### src/rtl/cfgx_pkg.sv
package cfgx_pkg;
  localparam int DATA_W = 32;
  localparam int ADDR_W = 8;
  localparam int DEV_W  = 12;
  localparam int MB_OSC_N = 6;

  localparam logic [ADDR_W-1:0] DATA_OFS = 8'hA0;
  localparam logic [ADDR_W-1:0] CTRL_OFS = 8'hA4;
  localparam logic [ADDR_W-1:0] STAT_OFS = 8'hA8;

  // bits 31 (start) and 19:18 (reserved) never stored
  localparam logic [DATA_W-1:0] CTRL_KEEP = 32'h7FF3_FFFF;
  localparam logic [DATA_W-1:0] MB_VOLT_UV = 32'd3300000;

  localparam logic [5:0] FN_OSC    = 6'd1;
  localparam logic [5:0] FN_VOLT   = 6'd2;
  localparam logic [5:0] FN_VMUX   = 6'd7;
  localparam logic [5:0] FN_SHUT   = 6'd8;
  localparam logic [5:0] FN_REBOOT = 6'd9;
  localparam logic [5:0] FN_DVI    = 6'd11;

  typedef enum logic [1:0] {
    SRC_MB_OSC, SRC_DB_OSC, SRC_MB_VOLT, SRC_DB_VOLT
  } srcSel_e;

  typedef struct packed {
    logic             launch;
    logic             fail;
    logic             loadData;
    srcSel_e          src;
    logic             mbWr;
    logic             dbWr;
    logic [DEV_W-1:0] dev;
    logic             shutdown;
    logic             reboot;
  } xactStrobe_t;

  function automatic logic [DATA_W-1:0] mbOscInit(input int idx);
    if (idx == 0) return 32'd50000000;
    if (idx == 1) return 32'd23750000;
    return 32'd24000000;
  endfunction
endpackage

### src/rtl/cfgx_ctrl.sv
module cfgx_ctrl
  import cfgx_pkg::*;
#(
  parameter int DB_OSC_N = 3,
  parameter int DB_VS_N  = 2
) (
  input  logic              wrEn,
  input  logic [ADDR_W-1:0] addr,
  input  logic [DATA_W-1:0] wrData,
  output xactStrobe_t       stb
);
  localparam logic [DEV_W-1:0] MB_LIM = DEV_W'(MB_OSC_N);
  localparam logic [DEV_W-1:0] DB_LIM = DEV_W'(DB_OSC_N);
  localparam logic [DEV_W-1:0] VS_LIM = DEV_W'(DB_VS_N);

  logic             isWrite;
  logic [3:0]       chan;
  logic [5:0]       func;
  logic [1:0]       site;
  logic [3:0]       pos;
  logic [DEV_W-1:0] dev;
  logic             siteOk;
  logic             mainDev0;
  logic             okFlag;
  logic             unusedRsvd;

  assign isWrite    = wrData[30];
  assign chan       = wrData[29:26];
  assign func       = wrData[25:20];
  assign site       = wrData[17:16];
  assign pos        = wrData[15:12];
  assign dev        = wrData[DEV_W-1:0];
  assign unusedRsvd = ^wrData[19:18];

  assign siteOk   = (chan == 4'd0) && (pos == 4'd0) && (site <= 2'd1);
  assign mainDev0 = (site == 2'd0) && (dev == '0);

  always_comb begin
    stb        = '0;
    okFlag     = 1'b0;
    stb.launch = wrEn && (addr == CTRL_OFS) && wrData[31];
    stb.dev    = dev;
    if (stb.launch && siteOk) begin
      case (func)
        FN_OSC: begin
          if (site == 2'd0 && dev < MB_LIM) begin
            okFlag       = 1'b1;
            stb.mbWr     = isWrite;
            stb.loadData = !isWrite;
            stb.src      = SRC_MB_OSC;
          end else if (site == 2'd1 && dev < DB_LIM) begin
            okFlag       = 1'b1;
            stb.dbWr     = isWrite;
            stb.loadData = !isWrite;
            stb.src      = SRC_DB_OSC;
          end
        end
        FN_VOLT: begin
          if (!isWrite && mainDev0) begin
            okFlag       = 1'b1;
            stb.loadData = 1'b1;
            stb.src      = SRC_MB_VOLT;
          end else if (!isWrite && site == 2'd1 && dev < VS_LIM) begin
            okFlag       = 1'b1;
            stb.loadData = 1'b1;
            stb.src      = SRC_DB_VOLT;
          end
        end
        FN_VMUX, FN_DVI: okFlag = isWrite && mainDev0;
        FN_SHUT: begin
          okFlag       = isWrite && mainDev0;
          stb.shutdown = isWrite && mainDev0;
        end
        FN_REBOOT: begin
          okFlag     = isWrite && mainDev0;
          stb.reboot = isWrite && mainDev0;
        end
        default: okFlag = 1'b0;
      endcase
    end
    stb.fail = stb.launch && !okFlag;
  end
endmodule

### src/rtl/cfgx_datapath.sv
module cfgx_datapath
  import cfgx_pkg::*;
#(
  parameter int DB_OSC_N = 3,
  parameter int DB_VS_N  = 2,
  parameter logic [DB_OSC_N*DATA_W-1:0] DB_OSC_INIT = '0,
  parameter logic [DB_VS_N*DATA_W-1:0]  DB_VOLT     = '0
) (
  input  logic              clk,
  input  logic              rstN,
  input  logic              wrEn,
  input  logic [ADDR_W-1:0] addr,
  input  logic [DATA_W-1:0] wrData,
  input  xactStrobe_t       stb,
  output logic [DATA_W-1:0] rdData,
  output logic [1:0]        cfgStat,
  output logic [DATA_W-1:0] cfgData,
  output logic              shutdownReq,
  output logic              rebootReq
);
  logic [DATA_W-1:0] cfgCtrl;
  logic [DATA_W-1:0] mbOsc [MB_OSC_N];
  logic [DATA_W-1:0] dbOsc [DB_OSC_N];
  logic [DATA_W-1:0] mbSel, dbSel, vsSel, lookVal;

  for (genvar g = 0; g < MB_OSC_N; g++) begin : g_mb
    always_ff @(posedge clk) begin
      if (!rstN) mbOsc[g] <= mbOscInit(g);
      else if (stb.mbWr && stb.dev == DEV_W'(g)) mbOsc[g] <= cfgData;
    end
  end

  for (genvar g = 0; g < DB_OSC_N; g++) begin : g_db
    always_ff @(posedge clk) begin
      if (!rstN) dbOsc[g] <= DB_OSC_INIT[g*DATA_W +: DATA_W];
      else if (stb.dbWr && stb.dev == DEV_W'(g)) dbOsc[g] <= cfgData;
    end
  end

  always_comb begin
    mbSel = '0;
    dbSel = '0;
    vsSel = '0;
    for (int i = 0; i < MB_OSC_N; i++) if (stb.dev == DEV_W'(i)) mbSel = mbOsc[i];
    for (int i = 0; i < DB_OSC_N; i++) if (stb.dev == DEV_W'(i)) dbSel = dbOsc[i];
    for (int i = 0; i < DB_VS_N; i++)
      if (stb.dev == DEV_W'(i)) vsSel = DB_VOLT[i*DATA_W +: DATA_W];
    case (stb.src)
      SRC_MB_OSC:  lookVal = mbSel;
      SRC_DB_OSC:  lookVal = dbSel;
      SRC_MB_VOLT: lookVal = MB_VOLT_UV;
      default:     lookVal = vsSel;
    endcase
  end

  always_ff @(posedge clk) begin
    if (!rstN) begin
      cfgData     <= '0;
      cfgCtrl     <= '0;
      cfgStat     <= '0;
      shutdownReq <= 1'b0;
      rebootReq   <= 1'b0;
    end else begin
      shutdownReq <= stb.shutdown;
      rebootReq   <= stb.reboot;
      if (stb.loadData) cfgData <= lookVal;
      else if (wrEn && addr == DATA_OFS) cfgData <= wrData;
      if (wrEn && addr == CTRL_OFS) cfgCtrl <= wrData & CTRL_KEEP;
      if (stb.launch) cfgStat <= {stb.fail, 1'b1};
      else if (wrEn && addr == STAT_OFS) cfgStat <= wrData[1:0];
    end
  end

  always_comb begin
    case (addr)
      DATA_OFS: rdData = cfgData;
      CTRL_OFS: rdData = cfgCtrl;
      STAT_OFS: rdData = {{(DATA_W-2){1'b0}}, cfgStat};
      default:  rdData = '0;
    endcase
  end
endmodule

### src/rtl/cfgx_top.sv
module cfgx_top
  import cfgx_pkg::*;
#(
  parameter int DB_OSC_N = 3,
  parameter int DB_VS_N  = 2,
  parameter logic [DB_OSC_N*32-1:0] DB_OSC_INIT =
    {32'd33000000, 32'd40000000, 32'd60000000},
  parameter logic [DB_VS_N*32-1:0] DB_VOLT = {32'd1000000, 32'd900000}
) (
  input  logic        clk,
  input  logic        rstN,
  input  logic        wrEn,
  input  logic [7:0]  addr,
  input  logic [31:0] wrData,
  output logic [31:0] rdData,
  output logic        shutdownReq,
  output logic        rebootReq
);
  xactStrobe_t       stb;
  logic [1:0]        cfgStat;
  logic [DATA_W-1:0] cfgData;

  cfgx_ctrl #(.DB_OSC_N(DB_OSC_N), .DB_VS_N(DB_VS_N)) i_ctrl (
    .wrEn(wrEn), .addr(addr), .wrData(wrData), .stb(stb)
  );

  cfgx_datapath #(
    .DB_OSC_N(DB_OSC_N), .DB_VS_N(DB_VS_N),
    .DB_OSC_INIT(DB_OSC_INIT), .DB_VOLT(DB_VOLT)
  ) i_dp (
    .clk(clk), .rstN(rstN), .wrEn(wrEn), .addr(addr), .wrData(wrData),
    .stb(stb), .rdData(rdData), .cfgStat(cfgStat), .cfgData(cfgData),
    .shutdownReq(shutdownReq), .rebootReq(rebootReq)
  );
endmodule

### config.mk
export PLATFORM = sky130hd
export DESIGN_NAME = cfgx_top
export DESIGN_NICKNAME = d
export VERILOG_FILES = /design/src/rtl/cfgx_pkg.sv /design/src/rtl/cfgx_ctrl.sv /design/src/rtl/cfgx_datapath.sv /design/src/rtl/cfgx_top.sv
export SDC_FILE = /design/constraint.sdc
export NUM_CORES = 1
export LEC_CHECK = 0
export BUFFER_PORTS_ARGS = -buffer_cell sky130_fd_sc_hd__buf_2
export CORE_ASPECT_RATIO = 0.6
export CORE_MARGIN = 3
export CORE_UTILIZATION = 65
export CTS_CLUSTER_DIAMETER = 80
export CTS_CLUSTER_SIZE = 40
export DETAILED_ROUTE_END_ITERATION = 8
export GPL_ROUTABILITY_DRIVEN = 1
export PLACE_DENSITY = 0.95
export SKIP_LAST_GASP = 1
export SLEW_MARGIN = 20
export SYNTH_ARGS = -nofsm -noshare
export SYNTH_HDL_FRONTEND = slang
export SYNTH_HIERARCHICAL = 1
export SYNTH_SLANG_ARGS = --single-unit
### constraint.sdc
create_clock -name clk -period 8.6 [get_ports clk]
set_clock_uncertainty 0.2 [all_clocks]
set_input_delay 0.86 -clock clk [delete_from_list [all_inputs] [get_ports clk]]
set_output_delay 0.86 -clock clk [all_outputs]
set_load 0.1 [all_outputs]
Word level (Yosys, flattened, before mapping)
Memory sizes are Yosys's and may differ from the RTL's.
Cells that the tools add are included.
Word-level totals
  logic and storage cells: 143
  output and inout bits: 34
  memories kept: 2
  flip-flop bits (word level): 65
  memory bits (writable): 288
  input port bits: 43
Cells by class
  eq/ne operators: 17
  muxes and demuxes: 70
  order comparisons: 4
  reductions and logical operators: 36
  bitwise logic cells: 9
Memory list
  i_dp.mbOsc: depth 6, width 32, rd ports 6, clocked after Yosys merged registers in 0, write ports 6, line cfgx_datapath.sv:22  | logic [DATA_W-1:0] mbOsc [MB_OSC_N];
  i_dp.dbOsc: depth 3, width 32, rd ports 3, clocked after Yosys merged registers in 0, write ports 3, line cfgx_datapath.sv:23  | logic [DATA_W-1:0] dbOsc [DB_OSC_N];
Operators with widths (number)
  two-way mux 32 bit: 20
  case mux 32 bit (3 select lines): 2
  two-way mux 20 bit: 2
  two-way mux 1 bit: 36
  == test 12 x 2 -> 1 bit (second input constant): 2
  == test 12 x 3 -> 1 bit (second input constant): 2
  == test 8 bit (second input constant): 3
  logical AND 1 bit: 24
  < comparator 12 x 2 -> 1 bit (second input constant): 2
  == test 6 x 4 -> 1 bit (second input constant): 3
  == test 12 x 1 -> 1 bit (second input constant): 1
  logical NOT 12 bit: 1
  < comparator 12 x 3 -> 1 bit (second input constant): 1
  two-way mux 3 bit: 4
  bitwise OR 1 bit: 9
  logical NOT 4 bit: 2
  == test 6 x 1 -> 1 bit (second input constant): 1
  == test 6 x 2 -> 1 bit (second input constant): 1
  == test 6 x 3 -> 1 bit (second input constant): 1
  two-way mux 2 bit: 3
  case mux 3 bit (2 select lines): 1
  AND reduction 3 bit: 2
  two-way mux 5 bit: 1
  == test 2 x 1 -> 1 bit (second input constant): 2
  other kinds (7): 10

Logic depth before layout (Yosys ltp)
  word-level depth: 12
  gate-level depth with buffers: 12
  mapped depth without buffers: 10

Modules after synthesis
The synthesis kept the hierarchy.
Modules (own cells, without submodules)
  cfgx_datapath: cells each 1383, area an instance 16413.2 um^2, times used 1, sequential area each 9949.5 um^2
  cfgx_ctrl: cells each 59, area an instance 435.4 um^2, times used 1, sequential area each 0.0 um^2

Worst setup path before layout
OpenSTA, ideal clock, no wires.
  path kind: input-to-reg
  start: input wrData[17]
  end: memory i_dp.mbOsc[4][0], enable pin
  stages on the path: 6
  setup time: 470 ps
  path buffers: 0
  required time: 7930 ps
  path slack: 3289 ps
  arrival: 4641 ps
  path through: or4_1 -> nor4_2 -> nand3_1 -> nor3_1 -> inv_1 -> o31ai_1
RTL lines
  from (decl): line cfgx_top.sv:14  | input logic [31:0] wrData,
  to (decl): line cfgx_datapath.sv:22

==> results_dict.tcl <==
set metrics [dict create \
    cts_num_sinks 353 \
    postCtsSetupBuffers 0 \
    layout_min_cycle_time_ps 4620 \
    yosys.area_share.adder 0 \
    num_rows 44 \
    drv_slew 0 \
    synthXorXnorAreaFrac 0 \
    cap_viol_max_count 0 \
    ctsHtreeMaxLevel 1 \
    clk-insertion-delay-late_ps 530 \
    dp_hpwl_mm 30.5 \
    yosys_warnings 6 \
    synth_simple_gate_area_share 0.197 \
    netlist_area_um2 16800 \
    io_pins 77 \
    wl_per_cell_um 27.3 \
    violations "design-rule violations" \
    yosys-top-cells-area "edfxtp_1 51%, dfxtp_1 7.7%, and2_1 7.7%, mux4_2 3.5%, nand2_1 3.3%" \
    crit_required_ps 8860 \
    cts_buffers 12 \
    drt_iter0_drc 2321 \
    worst_hold_slack_ps 272 \
    synth.distinct_cells 71 \
    clockBufferDepth 3 \
    power.density_nw_per_um2 162 \
    setup_viol 0 \
    muxShareOfSynthArea 0.0743 \
    start_kind "input port" \
    synth_edf_count 288 \
    ys_async_sr_fraction 0 \
    synth_nets 1485 \
    cp.arrival_ps 4880 \
    cp_max_fo 21 \
    synth_top_family_by_area "simple AND/OR/NAND/NOR gates" \
    core_area_um2 24800 \
    vdd.ir_drop.worst_mv 0.136 \
    dieWidth_um 214 \
    synth-compound-area-share 0.100 \
    viasPerCell 7.07 \
    drc_errors 8 \
    area_growth_pct 5.41 \
    initial_core_util 0.679 \
    slew_headroom 0.218 \
    cts_tree "built" \
    hold_viol 0 \
    place.gp.congestion 0.985 \
    ys.flop_type "edfxtp_1" \
    synth_top_area_share 0.513 \
    synth_top_cell_by_area "edfxtp_1" \
    wl_mm 48.3 \
    ant_nets 0 \
    p_leak_uw 0.00613 \
    first_global_vias 11892 \
    layout-drive-gt1-share 0.144 \
    hold_class "reg -> reg" \
    fin_crit_sh 0.537 \
    tightest_slew_ps 1170 \
    nets 1459 \
    holdBufCountCts 0 \
    setup_tns_ps 0 \
    grt_usage 0.346 \
    critPathKind "in -> reg" \
    portBuffers 76 \
    die_area_um2 28000 \
    rsz0062_at_grt "no" \
    clk_pin_slew_ps 140 \
    antenna_found_initial 1 \
    cts_root_buf "clkbuf_16" \
    dieHeight_um 131 \
    synth-seq-cells 353 \
    gr-total-overflow 0 \
    cts_resized 0 \
    syn_area_per_cell_um2 11.7 \
    critPathCaptureType "flip-flop" \
    grt_pass1_wl_mm 71.9 \
    route.vias.total 12487 \
    first_pass_iters 9 \
    ys_seq_area_frac 0.591 \
    antenna_cells 0 \
    status "finished, violations left" \
    timing.fmax_mhz 217 \
    synth_cells 1442 \
    grt_max_degree 77 \
]
path summary, 6_finish.rpt:
path | startpoint | endpoint | slack, ps | depth (start not counted)
worst min-delay path | i_dp/cfgCtrl[28] | i_dp/cfgCtrl[28] | 270 | 2
worst max register to register | i_dp/mbOsc[3][21] | i_dp/cfgData[21] | 6610 | 5
worst max-delay path | wrData[17] | i_dp/cfgData[1] | 3980 | 10
worst min register to register | i_dp/cfgCtrl[28] | i_dp/cfgCtrl[28] | 270 | 2
layout by cell type, fill, tap and decap left out, drive strengths merged, types with 7 or more instances in the layout:
master  instances
clkbuf         19
a21boi         30
a21oi          30
and2          207
mux2           20
nor4            8
nor2b          11
nand3          18
o221a           8
o211ai          7
mux2i          44
nand2b         24
buf           106
edfxtp        288
and3            9
nand2         148
nor3           18
o21ai         101
a22o           28
nor2           45
dfxtp          65
a31oi           7
mux4           26
or3            76
state kept, by name, indices dropped and copies added, names as in the netlist:
signal and cells:
i_dp/rebootReq 1, i_dp/shutdownReq 1, i_dp/dbOsc 96, i_dp/cfgData 32, i_dp/cfgStat 2, i_dp/mbOsc 192, i_dp/cfgCtrl 29
worst max-delay path, cell delays in order:
cell and delay, ps:
buf_2 150, or4_1 540, nor4_2 440, nand2_1 190
a211oi_2 930, nor2b_1 320, and2_1 940, nand3_1 180
o21ai_1 130, o221a_1 200
layout make-up:
class | count | area (µm²)
clock inverters | 1 | 8.76
fillers | 1600 | 7070
repair buffers | 106 | 611
well taps | 345 | 432
multi-input cells | 938 | 6390
flip-flops and latches | 353 | 9950
clock buffers | 19 | 348
inverters | 5 | 18.8
per-stage QoR:
stage	util	instance area, µm²	power, µW	setup WS, ps	instances
after floorplan	-	16800	2050	3290	1442
after global placement	0.701	17400	2110	3850	1747
after detailed placement	0.701	17400	2120	3670	1747
after CTS	0.715	17800	2860	4210	1767
after global routing	0.715	17800	2930	3750	1767
final	0.715	17800	2870	3980	1767
cells by family after synthesis:
family,count (synthesis)
flops,353
mux,90
compound gates,254
buf+inv,151
simple gates,594
report_power, final:
group | internal [µW] | total (µW) | switching [µW] | leakage [µW]
logic | 56.7 | 179 | 123 | 0.00248
clock network | 288 | 780 | 492 | 0.000172
registers | 1890 | 1910 | 17.5 | 0.00347
synth_stat cells (9+ instances only):
cell        n
a21oi_1    30
a21boi_0   25
clkbuf_1  104
mux2_2     20
nand2b_1   24
buf_4      14
nor3_1     15
edfxtp_1  288
a22o_1     28
mux2i_1    44
nand3_1    16
or3_1      76
o21ai_0    93
nor2_1     43
mux4_2     26
buf_2      18
dfxtp_1    65
and2_1    207
and3_1      9
nand2_1   148
nor2b_1    11
metal layers:
metal / routed length (µm) / part of all wire / global-route usage / vias to the layer above
met4: 2150 / 0.045 / 0.133 / 0
met5: 0 / 0 / 0 / -
met1: 17500 / 0.36 / 0.510 / 5938
li1: - / - / - / 5153
met2: 20400 / 0.42 / 0.496 / 1195
met3: 8240 / 0.17 / 0.0957 / 201
No activity file was read; power rests on OpenSTA's default activity.
